File: src/rtl/irq_pkg.sv
package irq_pkg;
    localparam int unsigned SRC_N     = 15;
    localparam int unsigned IDX_W     = $clog2(SRC_N);
    localparam int unsigned VEC_W     = 16;
    localparam int unsigned AUTO_N    = 4;
    localparam int unsigned RSVD_IDX  = 13;
    localparam int unsigned VEC_SHIFT = 3;
    localparam logic [VEC_W-1:0] VEC_BASE  = 16'h0003;
    localparam logic [VEC_W-1:0] RESET_VEC = 16'h0000;

    typedef enum logic {LVL_LOW = 1'b0, LVL_HIGH = 1'b1} lvl_e;

    typedef struct packed {
        logic             valid;
        logic [IDX_W-1:0] idx;
        lvl_e             lvl;
    } grant_t;

    function automatic logic [VEC_W-1:0] vec_of(input logic [IDX_W-1:0] idx);
        return VEC_BASE + (VEC_W'(idx) << VEC_SHIFT);
    endfunction

    // Joins the base and extended byte into one per-slot mask; the reserved slot is forced off.
    function automatic logic [SRC_N-1:0] slot_mask(input logic [7:0] base, input logic [7:0] ext);
        logic [SRC_N-1:0] m;
        m = {ext, base[6:0]};
        m[RSVD_IDX] = 1'b0;
        return m;
    endfunction
endpackage

File: src/rtl/irq_pend_bank.sv
module irq_pend_bank
    import irq_pkg::*;
#(
    parameter int unsigned PCA_MODS = 5
) (
    input  logic                  clk,
    input  logic                  rst,
    input  logic [AUTO_N-1:0]     evt_set,
    input  logic [AUTO_N-1:0]     ack_clr,
    input  logic [1:0]            ser_flags,
    input  logic [1:0]            tmr2_flags,
    input  logic [3:0]            spi_flags,
    input  logic                  smb_flag,
    input  logic                  port_match,
    input  logic                  adc_win_flag,
    input  logic                  adc_done_flag,
    input  logic [PCA_MODS+1:0]   pca_flags,
    input  logic [1:0]            cmp_flags,
    input  logic [1:0]            tmr3_flags,
    output logic [SRC_N-1:0]      pend
);
    logic [AUTO_N-1:0] auto_q;

    for (genvar i = 0; i < AUTO_N; i++) begin : g_auto
        always_ff @(posedge clk) begin
            if (rst)             auto_q[i] <= 1'b0;
            else if (evt_set[i]) auto_q[i] <= 1'b1;
            else if (ack_clr[i]) auto_q[i] <= 1'b0;
        end


        ack_clear_chk: assert property (@(posedge clk) disable iff (rst)
            (ack_clr[i] && !evt_set[i]) |=> !auto_q[i]);


        set_wins_chk: assert property (@(posedge clk) disable iff (rst)
            evt_set[i] |=> auto_q[i]);
    end

    always_comb begin
        pend             = '0;
        pend[AUTO_N-1:0] = auto_q;
        pend[4]          = |ser_flags;
        pend[5]          = |tmr2_flags;
        pend[6]          = |spi_flags;
        pend[7]          = smb_flag;
        pend[8]          = port_match;
        pend[9]          = adc_win_flag;
        pend[10]         = adc_done_flag;
        pend[11]         = |pca_flags;
        pend[12]         = |cmp_flags;
        pend[RSVD_IDX]   = 1'b0;
        pend[14]         = |tmr3_flags;
    end
endmodule

File: src/rtl/irq_arbiter.sv
module irq_arbiter
    import irq_pkg::*;
(
    input  logic             clk,
    input  logic             rst,
    input  logic [SRC_N-1:0] pend,
    input  logic [SRC_N-1:0] en_mask,
    input  logic [SRC_N-1:0] hi_mask,
    input  logic             gie,
    input  logic             act_lo,
    input  logic             act_hi,
    output grant_t           grant
);
    logic [SRC_N-1:0] live, cand_hi, cand_lo, pick;
    logic             hi_ok, lo_ok;

    always_comb begin
        live    = pend & en_mask & {SRC_N{gie}};
        cand_hi = live & hi_mask;
        cand_lo = live & ~hi_mask;
        hi_ok   = (|cand_hi) && !act_hi;
        lo_ok   = (|cand_lo) && !act_hi && !act_lo;
        pick    = hi_ok ? cand_hi : cand_lo;
        grant       = '0;
        grant.valid = hi_ok || lo_ok;
        grant.lvl   = hi_ok ? LVL_HIGH : LVL_LOW;
        for (int i = int'(SRC_N) - 1; i >= 0; i--) begin
            if (pick[i]) grant.idx = IDX_W'(i);
        end
    end


    grant_src_chk: assert property (@(posedge clk) disable iff (rst)
        grant.valid |-> (pend[grant.idx] && en_mask[grant.idx] && gie));


    grant_rsvd_chk: assert property (@(posedge clk) disable iff (rst)
        grant.valid |-> (grant.idx != IDX_W'(RSVD_IDX)));
endmodule

File: src/rtl/irq_svc_tracker.sv
module irq_svc_tracker
    import irq_pkg::*;
(
    input  logic clk,
    input  logic rst,
    input  logic push,
    input  lvl_e push_lvl,
    input  logic pop,
    output logic act_lo,
    output logic act_hi
);
    logic nxt_lo, nxt_hi;

    always_comb begin
        nxt_lo = act_lo;
        nxt_hi = act_hi;
        if (pop) begin
            if (act_hi) nxt_hi = 1'b0;
            else        nxt_lo = 1'b0;
        end
        if (push) begin
            if (push_lvl == LVL_HIGH) nxt_hi = 1'b1;
            else                      nxt_lo = 1'b1;
        end
    end

    always_ff @(posedge clk) begin
        if (rst) begin
            act_lo <= 1'b0;
            act_hi <= 1'b0;
        end else begin
            act_lo <= nxt_lo;
            act_hi <= nxt_hi;
        end
    end


    low_entry_chk: assert property (@(posedge clk) disable iff (rst)
        (push && push_lvl == LVL_LOW) |-> (!act_lo && !act_hi));


    high_entry_chk: assert property (@(posedge clk) disable iff (rst)
        (push && push_lvl == LVL_HIGH) |-> !act_hi);


    pop_order_chk: assert property (@(posedge clk) disable iff (rst)
        (pop && act_hi && !push) |=> (!act_hi && act_lo == $past(act_lo)));
endmodule

File: src/rtl/irq_vector_ctrl.sv
module irq_vector_ctrl
    import irq_pkg::*;
#(
    parameter int unsigned PCA_MODS = 5
) (
    input  logic                clk,
    input  logic                rst,
    input  logic [7:0]          en_base,
    input  logic [7:0]          en_x,
    input  logic [7:0]          pri_base,
    input  logic [7:0]          pri_x,
    input  logic [3:0]          evt_set,
    input  logic [1:0]          ser_flags,
    input  logic [1:0]          tmr2_flags,
    input  logic [3:0]          spi_flags,
    input  logic                smb_flag,
    input  logic                port_match,
    input  logic                adc_win_flag,
    input  logic                adc_done_flag,
    input  logic [PCA_MODS+1:0] pca_flags,
    input  logic [1:0]          cmp_flags,
    input  logic [1:0]          tmr3_flags,
    input  logic                irq_ack,
    input  logic                irq_reti,
    output logic                irq_req,
    output logic [15:0]         irq_vec
);
    logic [SRC_N-1:0]  pend, en_mask, hi_mask;
    logic [AUTO_N-1:0] ack_clr;
    grant_t            grant, held;
    logic              req_q, take, svc_lo, svc_hi;
    logic [VEC_W-1:0]  vec_q;
    logic              unused_bits;

    assign en_mask     = slot_mask(en_base, en_x);
    assign hi_mask     = slot_mask(pri_base, pri_x);
    assign take        = req_q && irq_ack;
    assign unused_bits = pri_base[7];

    for (genvar i = 0; i < AUTO_N; i++) begin : g_clr
        assign ack_clr[i] = take && (held.idx == IDX_W'(i));
    end

    irq_pend_bank #(.PCA_MODS(PCA_MODS)) pend_i (
        .clk(clk), .rst(rst), .evt_set(evt_set), .ack_clr(ack_clr),
        .ser_flags(ser_flags), .tmr2_flags(tmr2_flags), .spi_flags(spi_flags),
        .smb_flag(smb_flag), .port_match(port_match), .adc_win_flag(adc_win_flag),
        .adc_done_flag(adc_done_flag), .pca_flags(pca_flags), .cmp_flags(cmp_flags),
        .tmr3_flags(tmr3_flags), .pend(pend)
    );

    irq_arbiter arb_i (
        .clk(clk), .rst(rst), .pend(pend), .en_mask(en_mask), .hi_mask(hi_mask),
        .gie(en_base[7]), .act_lo(svc_lo), .act_hi(svc_hi), .grant(grant)
    );

    irq_svc_tracker svc_i (
        .clk(clk), .rst(rst), .push(take), .push_lvl(held.lvl), .pop(irq_reti),
        .act_lo(svc_lo), .act_hi(svc_hi)
    );

    always_ff @(posedge clk) begin
        if (rst) begin
            req_q <= 1'b0;
            vec_q <= RESET_VEC;
            held  <= '0;
        end else if (req_q) begin
            if (irq_ack) req_q <= 1'b0;
        end else if (grant.valid) begin
            req_q <= 1'b1;
            vec_q <= vec_of(grant.idx);
            held  <= grant;
        end
    end

    assign irq_req = req_q;
    assign irq_vec = vec_q;


    hold_chk: assert property (@(posedge clk) disable iff (rst)
        (irq_req && !irq_ack) |=> (irq_req && $stable(irq_vec)));


    drop_chk: assert property (@(posedge clk) disable iff (rst)
        (irq_req && irq_ack) |=> !irq_req);


    gie_off_chk: assert property (@(posedge clk) disable iff (rst)
        (!irq_req && !en_base[7]) |=> !irq_req);


    no_hi_preempt_chk: assert property (@(posedge clk) disable iff (rst)
        (!irq_req && svc_hi) |=> !irq_req);


    vec_form_chk: assert property (@(posedge clk) disable iff (rst)
        irq_req |-> (irq_vec[2:0] == 3'b011 && irq_vec != vec_of(IDX_W'(RSVD_IDX))));
endmodule

File: config.mk
export PLATFORM = sky130hd
export DESIGN_NAME = irq_vector_ctrl
export DESIGN_NICKNAME = d
export VERILOG_FILES = /design/src/rtl/irq_pkg.sv /design/src/rtl/irq_pend_bank.sv /design/src/rtl/irq_arbiter.sv /design/src/rtl/irq_svc_tracker.sv /design/src/rtl/irq_vector_ctrl.sv
export SDC_FILE = /design/constraint.sdc
export NUM_CORES = 1
export LEC_CHECK = 0
export ABC_AREA = 0
export ABC_CLOCK_PERIOD_IN_PS = 2130
export BUFFER_PORTS_ARGS = -buffer_cell sky130_fd_sc_hd__buf_2
export CAP_MARGIN = 15
export CORE_ASPECT_RATIO = 2
export CORE_UTILIZATION = 30
export DETAILED_ROUTE_END_ITERATION = 10
export HOLD_SLACK_MARGIN = 0.1
export MAX_ROUTING_LAYER = met4
export REMOVE_ABC_BUFFERS = 1
export SYNTH_ARGS = -nofsm -noshare
export SYNTH_HDL_FRONTEND = slang
export SYNTH_SLANG_ARGS = --single-unit
export TNS_END_PERCENT = 30
File: constraint.sdc
create_clock -name clk -period 2.13 [get_ports clk]
set_clock_uncertainty 0.05 [all_clocks]
set_input_delay 0.213 -clock clk [delete_from_list [all_inputs] [get_ports clk]]
set_output_delay 0.213 -clock clk [all_outputs]
set_load 0.01 [all_outputs]
==> impl_metrics.json, run 1 <==
{
  "final.min_clock_period_ps": 2109,
  "drcViolationCount": 0,
  "die_area_mm2": 0.004965,
  "final_cell_mix": "64 x buf_2, 40 x buf_4, 16 x a21oi_1",
  "initial_core_util_pct": 31.67,
  "coreArea_mm2": 0.004424,
  "holdCritStartpoint": "evt_set[3]",
  "hold_viol": 0,
  "hold_ws_ps": 127.7,
  "routed_wl_mm": 4.576,
  "setup_tns_ps": 0,
  "clockBufferDepth": 2,
  "io_buffers": 66,
  "drive_above_1_share_pct": 50.89,
  "worst_r2r_path_depth": 9,
  "gp_congestion": 0.9343,
  "yosysSeqAreaShare_pct": 18.57,
  "postRouteAntennaNets": 0,
  "antenna_found_initial": 0,
  "ys_types": 63,
  "die_h_um": 98.66,
  "power.total_mw": 0.9696,
  "max_cap_viol_count": 0,
  "dieWidth_um": 50.33,
  "synth-main-ff-cell": "dfxtp_1",
  "ys_async_sr_fraction_pct": 0,
  "post-route-period-util_pct": 99.03,
  "cts_hold_buf": 0,
  "status": "completed",
  "final_cell_area_mm2": 0.002101,
  "routed_via_density": 5.236,
  "fin_cells": 335,
  "grt_max_degree": 19,
  "synth_warnings": 0,
  "min_path_type": "primary input to flip-flop",
  "syn_to_final_growth_pct": 49.91,
  "place_inst": 328,
  "syn_area_per_cell_um2": 7.829,
  "root_buffer": "clkbuf_8",
  "required_ps": 2220,
  "reg2reg_slack_ps": 20,
  "h-tree-depth": 1,
  "dpl-instance-area_mm2": 0.001977,
  "vias": 1754,
  "n_antenna_cell": 0,
  "grt-ovfl-total": 0,
  "layout_setup_ws_ps": 20.64,
  "numCtsBuffers": 3,
  "hold_path_depth": 3,
  "syn_inst": 179,
  "post_drt_wl_per_cell_um": 13.66,
  "clk-insertion-delay-late_ps": 240,
  "worst-path-max-fanout": 5,
  "clk_transition_reported_paths_ps": 60,
  "synth-edff-count": 0,
  "p_leak_nw": 0.9649,
  "power_density_mw_per_mm2": 461.5,
  "dp_slack_ps": -434.0,
  "final_common_cell": "buf_2",
  "r2r-end": "held[3]",
  "regToRegStartpoint": "pend_i.pend[0]",
  "min_to": "pend_i.pend[3]",
  "end_kind": "flip-flop",
  "ys_ff_latch": 13,
  "fmax_ghz": 0.4741,
  "max-vdd-ir-drop_mv": 0.3884,
  "cts_num_sinks": 13,
  "drt_iter0_markers": 41,
  "rsz0062_at_grt": "true",
  "critical_path_class": "flip-flop to flip-flop",
  "grt_pass1_vias": 1783,
  "dr.pass1.iters": 4,
  "dp_hpwl_mm": 3.831,
  "pin_count": 80,
  "cp.arrival_ps": 2200,
  "grt_usage_pct": 19.71,
  "netlist_area_mm2": 0.001401,
  "final_util_pct": 47.48,
  "rows": 34,
  "setup_viol": 0,
  "crit_path_start_kind": "flip-flop",
  "cts_tree": "built",
  "grt_first_pass_wirelength_mm": 7.458,
  "maxSlewViolCount": 0,
  "layout.nets": 345
}
==> state kept, by name (all words and copies together), names as in the netlist <==
| name | cells |
|---|---|
| held | 5 |
| irq_req | 1 |
| irq_vec | 1 |
| pend_i.pend | 4 |
| svc_i.act_hi | 1 |
| svc_i.act_lo | 1 |
==> how the worst max path moves through the flow <==
stage / from / endpoint / slack [ps] / cells after the start
final: pend_i.pend[0] / held[3] / 20 / 9
after global placement: spi_flags[1] / held[1] / -370 / 9
after detailed placement: spi_flags[1] / held[1] / -430 / 9
after CTS: pend_i.pend[0] / held[4] / -9 / 9
after global routing: spi_flags[1] / held[1] / -80 / 9
after floorplan: spi_flags[1] / held[1] / -190 / 8
==> worst max-delay path, stage by stage, from the launching register on <==
cell	delay, ps
dfxtp_2	330
nand3_1	80
o22ai_1	160
nor4_1	70
buf_4	150
a311o_2	420
a21oi_4	200
buf_6	140
nand2_2	70
o41ai_1	330
==> layer usage <==
layer | vias to the layer above | wire [um] | global-route usage [%]
li1 | 880 | - | -
met1 | 810 | 1629 | 17.38
met2 | 58 | 2717 | 39.59
met3 | 6 | 157 | 1.543
met4 | 0 | 71 | 8.761
met5 | - | 0 | -
==> repair_timing <==
item / in CTS / in global routing
endpoints found under the setup margin: 4 / 5
buffers inserted: 2 / 0
gates resized for setup: 5 / 11
pin swaps: 3 / 3
gates cloned: 1 / 0
==> Yosys cell counts (2+ instances only) <==
cell	instances	area, um^2
a21o_2	3	26.28
a21oi_1	16	80.08
a21oi_4	3	48.80
a221oi_1	2	17.52
a32oi_1	2	17.52
and4_2	3	30.03
buf_12	2	40.04
buf_4	11	82.58
buf_6	2	22.52
clkbuf_1	3	11.26
dfxtp_1	13	260.3
inv_1	6	22.52
nand2_1	10	37.54
nand3_1	12	60.06
nand3b_1	2	15.01
nand4_1	6	37.54
nor2_1	17	63.81
nor3_1	5	25.02
nor4_1	2	12.51
o211ai_1	4	30.03
o21ai_0	6	30.03
o22ai_1	5	31.28
o2bb2ai_1	2	17.52
o41ai_1	2	17.52
or2_2	2	12.51
==> final cells by class <==
type / count / area, um^2
Tap cell: 54 / 67.56
Timing Repair Buffer: 107 / 663.1
Sequential cell: 13 / 261.5
Inverter: 6 / 22.52
Multi-Input combinational cell: 151 / 1041
Fill cell: 467 / 2323
Clock buffer: 4 / 45.04
==> power breakdown <==
part	internal, mW	total (mW)	leakage, nW	switching [mW]
Sequential	0.271	0.298	0.108	0.0271
Clock	0.132	0.219	0.0228	0.0865
Combinational	0.230	0.453	0.834	0.223
Total	0.633	0.970	0.965	0.336
==> cell families after synthesis <==
family / after synthesis / synth area share, %
AOI/OAI and AO/OA: 67 / 37.86
DFF: 13 / 18.57
xor gates and xnor gates: 1 / 0.6251
other: 1 / 0.2676
muxes: 1 / 0.7143
buffers and inverters: 25 / 13.12
and+or+nand+nor: 71 / 28.84
Note: power is estimated with default switching activity, not from simulation.
==> inputs of run 2 (changes only) <==
--- a/config.mk
+++ b/config.mk
@@ -7,7 +7,7 @@
 export LEC_CHECK = 0
 export ABC_AREA = 0
 export ABC_CLOCK_PERIOD_IN_PS = 2130
-export BUFFER_PORTS_ARGS = -buffer_cell sky130_fd_sc_hd__buf_2
+export BUFFER_PORTS_ARGS = -buffer_cell sky130_fd_sc_hd__clkbuf_2
 export CAP_MARGIN = 15
 export CORE_ASPECT_RATIO = 2
 export CORE_UTILIZATION = 30
==> run 2 against run 1 <==
The flow now finishes with violations (setup timing). Critical path depth increased by 1. Design area increased by 2.6%. Total power increased by 1.2%. First-iteration DRC count increased by 7.3%. Largest cell class unchanged. Largest power group unchanged.
==> impl_metrics.json, run 2 (synthesis results as in run 1) <==
{
  "status": "finished, violations left",
  "violations": "setup timing",
  "root_buffer": "clkbuf_8",
  "numCtsBuffers": 3,
  "clockBufferDepth": 2,
  "final_cell_mix": "65 x clkbuf_2, 50 x buf_4, 16 x nor2_1, 16 x a21oi_1, 13 x dfxtp_1",
  "pin_count": 80,
  "routed_via_density": 5.281,
  "post-route-period-util_pct": 101.2,
  "syn_to_final_growth_pct": 53.84,
  "layout.nets": 355,
  "h-tree-depth": 1,
  "post_drt_wl_per_cell_um": 13.81,
  "grt_usage_pct": 19.80,
  "postRouteAntennaNets": 0,
  "max-vdd-ir-drop_mv": 0.3881,
  "n_antenna_cell": 0,
  "grt-ovfl-total": 0,
  "clk-insertion-delay-late_ps": 240,
  "grt_max_degree": 20,
  "dpl-instance-area_mm2": 0.002059,
  "hold_viol": 0,
  "maxSlewViolCount": 0,
  "grt_pass1_vias": 1760,
  "rows": 34,
  "drcViolationCount": 0,
  "power.total_mw": 0.9813,
  "routed_wl_mm": 4.763,
  "max_cap_viol_count": 0,
  "power_density_mw_per_mm2": 455.2,
  "dp_hpwl_mm": 4.008,
  "critical_path_class": "primary input to flip-flop",
  "p_leak_nw": 1.018,
  "antenna_found_initial": 0,
  "cts_num_sinks": 13,
  "crit_path_start_kind": "primary input",
  "grt_first_pass_wirelength_mm": 7.403,
  "cp.arrival_ps": 2250,
  "largest_register": "held",
  "min_path_type": "primary input to flip-flop",
  "rsz0062_at_grt": "true",
  "regToRegStartpoint": "pend_i.pend[2]",
  "worst-path-max-fanout": 8,
  "clk_transition_reported_paths_ps": 60,
  "crit_start": "spi_flags[1]",
  "final_common_cell": "clkbuf_2",
  "drt_iter0_markers": 44,
  "final_cell_area_mm2": 0.002156,
  "gp_congestion": 0.9209,
  "final_util_pct": 48.73,
  "die_area_mm2": 0.004965,
  "io_buffers": 66,
  "coreArea_mm2": 0.004424,
  "dr.pass1.iters": 4,
  "final.min_clock_period_ps": 2156,
  "initial_core_util_pct": 31.67,
  "dp_slack_ps": -491.3,
  "largest_register_ffs": 5,
  "die_h_um": 98.66,
  "cts_tree": "built",
  "dieWidth_um": 50.33,
  "required_ps": 2230,
  "holdCritStartpoint": "evt_set[3]",
  "setup_viol": 2,
  "fmax_ghz": 0.4639,
  "hold_ws_ps": 129.4,
  "cts_hold_buf": 0,
  "vias": 1822,
  "drive_above_1_share_pct": 51.55,
  "end_kind": "flip-flop",
  "layout_setup_ws_ps": -25.71
}
run 2: stage by stage:
step	cells	TNS, ps
finish	345	-42.54
global route	345	-331.0
CTS	345	-7.233
detailed placement	339	-2192
global placement	339	-1647
floorplan	169	-505.4
run 2: worst max-delay path, stage by stage:
cell,delay (ps)
clkbuf_2,80
or4_4,560
a41oi_2,180
and4_4,300
a21o_4,180
buf_6,120
nor2_4,30
nor3_4,130
nand2_2,100
o41ai_2,340
run 2: path summary, 6_finish.rpt:
| path | to | slack (ps) | depth (start not counted) |
|---|---|---|---|
| hold / removal | pend_i.pend[3] | 130 | 3 |
| hold reg to reg | svc_i.act_lo | 430 | 2 |
| setup reg to reg | held[4] | 10 | 8 |
| setup / recovery | held[4] | -30 | 10 |
run 2: cell type report:
type	instances	area [um^2]
tap	54	67.56
sequential	13	260.3
multi-input combinational	150	1023
fill	478	2268
inverter	6	22.52
clock buffer	4	45.04
timing repair buffer	118	737.0
run 2: repair_timing:
action	CTS	global route
pin swaps	4	3
setup buffers	2	0
gates resized for setup	7	2
endpoints found under the setup margin	5	5
run 2: where the power goes:
part           leakage, nW  internal [mW]  switching [mW]  total, mW
combinational        0.887          0.244           0.223      0.467
clock               0.0228          0.132          0.0857      0.218
sequential           0.108          0.271          0.0263      0.297
run 2: routing by layer:
| metal | share of wire [%] | track usage (%) | routed length (um) |
|---|---|---|---|
| met2 | 57 | 38.77 | 2721 |
| met4 | 5.7 | 12.82 | 272 |
| met3 | 4.1 | 1.698 | 193 |
| met1 | 33 | 16.53 | 1575 |
| met5 | 0 | - | 0 |
==> inputs of run 3 (changes only) <==
--- a/config.mk
+++ b/config.mk
@@ -12,10 +12,12 @@
 export CORE_ASPECT_RATIO = 2
 export CORE_UTILIZATION = 30
 export DETAILED_ROUTE_END_ITERATION = 10
+export GPL_ROUTABILITY_DRIVEN = 0
 export HOLD_SLACK_MARGIN = 0.1
 export MAX_ROUTING_LAYER = met4
 export REMOVE_ABC_BUFFERS = 1
 export SYNTH_ARGS = -nofsm -noshare
 export SYNTH_HDL_FRONTEND = slang
+export SYNTH_HIERARCHICAL = 1
 export SYNTH_SLANG_ARGS = --single-unit
 export TNS_END_PERCENT = 30
==> run 3 against run 2 <==
The run still ends with setup timing left. Total power is 12% higher. Final cell count grew 14%. Area after synthesis grew 20%. Combinational power rose by 22%. Worst hold slack got worse by 3.3 ps. Sequential share of layout area fell by 1.4 points. Global-route usage increased by 0.56 points. Via count is 16% higher. Maximum frequency shrank 21%. Clock power is 4% higher. Register-to-register slack lost 350 ps. Routed wire length up 17%. Critical endpoint is now held[3]. Largest cell class unchanged.
==> impl_metrics.json, run 3 <==
{
  "routed_wl_mm": 5.587,
  "power_density_mw_per_mm2": 451.4,
  "maxSlewViolCount": 0,
  "synth_top_area_cell": "dfxtp_1",
  "crit_buf_inv": 2,
  "coreArea_mm2": 0.005420,
  "clk-insertion-delay-late_ps": 240,
  "final_cell_mix": "66 x clkbuf_2, 42 x buf_4, 28 x nand2_1",
  "cts_hold_buf": 0,
  "place_inst": 388,
  "rsz0062_at_grt": "true",
  "clk_transition_reported_paths_ps": 60,
  "antenna_found_initial": 0,
  "pin_count": 80,
  "clockBufferDepth": 2,
  "cts_num_sinks": 13,
  "ys_ff_latch": 13,
  "power.total_mw": 1.101,
  "layout_setup_ws_ps": -589.9,
  "p_leak_nw": 1.168,
  "post_drt_wl_per_cell_um": 14.18,
  "ys_async_sr_fraction_pct": 0,
  "path_cells": "clkbuf_2 -> or4_4 -> and3_4 -> a221o_1 -> a21oi_4 -> a21o_4 -> buf_6 -> a21oi_2 -> nor2b_2 -> or3b_1 -> a31oi_1 -> nand4bb_1 -> o21ai_1",
  "root_buffer": "clkbuf_8",
  "vias": 2111,
  "clkPwrFrac_pct": 20.5,
  "syn_area_per_cell_um2": 7.135,
  "cp_slowest_stage_delay_ps": 520,
  "dr.pass1.iters": 4,
  "syn_inst": 235,
  "die_h_um": 107.7,
  "setup_viol": 7,
  "dieWidth_um": 54.86,
  "pwr-share-comb_pct": 51.9,
  "post_synth_most_frequent_cells": "28 x nand2_1, 21 x buf_4, 15 x a21oi_1",
  "p_switching_mw": 0.4037,
  "final_common_cell": "clkbuf_2",
  "dp_hpwl_mm": 4.698,
  "hold_viol": 0,
  "fin_cells": 394,
  "n_antenna_cell": 0,
  "max-vdd-ir-drop_mv": 0.4806,
  "drcViolationCount": 0,
  "cp_slowest_cell": "or4_4",
  "cp_top_family": "simple AND/OR/NAND/NOR gates",
  "cp.arrival_ps": 2850,
  "cts_tree": "built",
  "ys_types": 61,
  "worst-path-max-fanout": 5,
  "status": "finished, violations left",
  "required_ps": 2260,
  "syn_to_final_growth_pct": 45.52,
  "synth_most_common_cell": "nand2_1",
  "io_buffers": 66,
  "netlist_area_mm2": 0.001677,
  "violations": "setup timing",
  "grt_pass1_vias": 2122,
  "netlist_top_cells_area": "dfxtp_1 16%, buf_4 9.4%, nand2_1 6.3%",
  "final_util_pct": 45.01,
  "setup_tns_ps": -2598,
  "p_int_mw": 0.6978,
  "die_area_mm2": 0.005910,
  "final.min_clock_period_ps": 2720,
  "synth_warnings": 6,
  "end_kind": "flip-flop",
  "min_path_type": "primary input to flip-flop",
  "seqPwrFrac_pct": 27.5,
  "yosys.area.top_type_share_pct": 15.52,
  "yosysSeqAreaShare_pct": 15.52,
  "critical_path_class": "primary input to flip-flop",
  "grt_usage_pct": 20.36,
  "grt_max_degree": 20,
  "synth-main-ff-cell": "dfxtp_1",
  "layout.nets": 398,
  "grt_first_pass_wirelength_mm": 8.707,
  "routed_via_density": 5.358,
  "crit_path_start_kind": "primary input",
  "swShare_pct": 36.65,
  "fmax_ghz": 0.3677,
  "max_cap_viol_count": 0,
  "post-route-period-util_pct": 127.7,
  "initial_core_util_pct": 30.93,
  "grt-ovfl-total": 0,
  "h-tree-depth": 1,
  "dp_slack_ps": -906.2,
  "drt_iter0_markers": 50,
  "drive_above_1_share_pct": 44.31,
  "numCtsBuffers": 3,
  "postRouteAntennaNets": 0,
  "rows": 38,
  "synth-edff-count": 0
}
run 3: cell count changes after synthesis, moves of 4 or more:
cell / before / now
nand2_1: 10 / 28
nand2b_1: 1 / 14
and3_1: 0 / 10
buf_4: 11 / 21
nand4_1: 6 / 14
nand3_1: 12 / 5
nand4bb_1: 0 / 5
xnor2_1: 1 / 6
nor2_1: 17 / 13
o21ai_1: 0 / 4
run 3: per-stage QoR:
stage / cell area [um^2] / hold slack (ps)
after floorplan: 1521 / 232.1
after global placement: 2262 / 380.6
after detailed placement: 2262 / 387.2
after CTS: 2391 / 125.2
after global routing: 2440 / 141.3
final: 2440 / 126.0
run 3: layer usage:
metal / vias to the layer above / track usage, % / routed length (um)
met4: 0 / 16.30 / 412
met2: 93 / 36.92 / 3161
met5: - / - / 0
met3: 32 / 2.119 / 231
li1: 1025 / - / -
met1: 961 / 16.85 / 1781
run 3: area by class of cell:
cell class	count	area [um^2]
fill	593	2980
multi-input combinational	198	1338
timing repair buffer	111	688.2
sequential	13	260.3
tap	60	75.07
clock buffer	3	41.29
inverter	8	32.53
clock inverter	1	5.005
run 3: worst min-delay path: cells and delay by family:
family                 cells  cell delay, ps
AO/OA/AOI/OAI              1              50
buffers and inverters      2             120
run 3: what timing repair did:
action,in CTS,in global routing
pin swaps,9,5
setup buffers,2,0
endpoints found under the hold margin,0,0
resized for setup,16,9
endpoints found under the setup margin,7,7
run 3: logic make-up after synthesis:
| family | share of synthesized area [%] |
|---|---|
| buf+inv | 13.95 |
| mux | 0.5970 |
| compound gates | 22.84 |
| other cells | 0.4479 |
| flops | 15.52 |
| xor+xnor | 4.105 |
| simple gates | 42.54 |
run 3: final timing paths:
check	start	to	slack (ps)	cells past startpoint
worst max-delay path	spi_flags[1]	held[3]	-590	13
worst min-delay path	evt_set[3]	pend_i/pend[3]	130	3
worst max register to register	pend_i/pend[3]	held[3]	-340	11
worst min register to register	irq_vec[1]	irq_vec[1]	430	2
run 3: power by group through the flow:
stage | logic (mW) | clock network [mW] | registers (mW)
3_3_place_gp | 0.501 | 0 | 0.307
2_1_floorplan | 0.260 | 0 | 0.311
3_5_place_dp | 0.509 | 0 | 0.306
5_1_grt | 0.618 | 0.244 | 0.307
4_1_cts | 0.549 | 0.232 | 0.303
6_report | 0.572 | 0.226 | 0.303
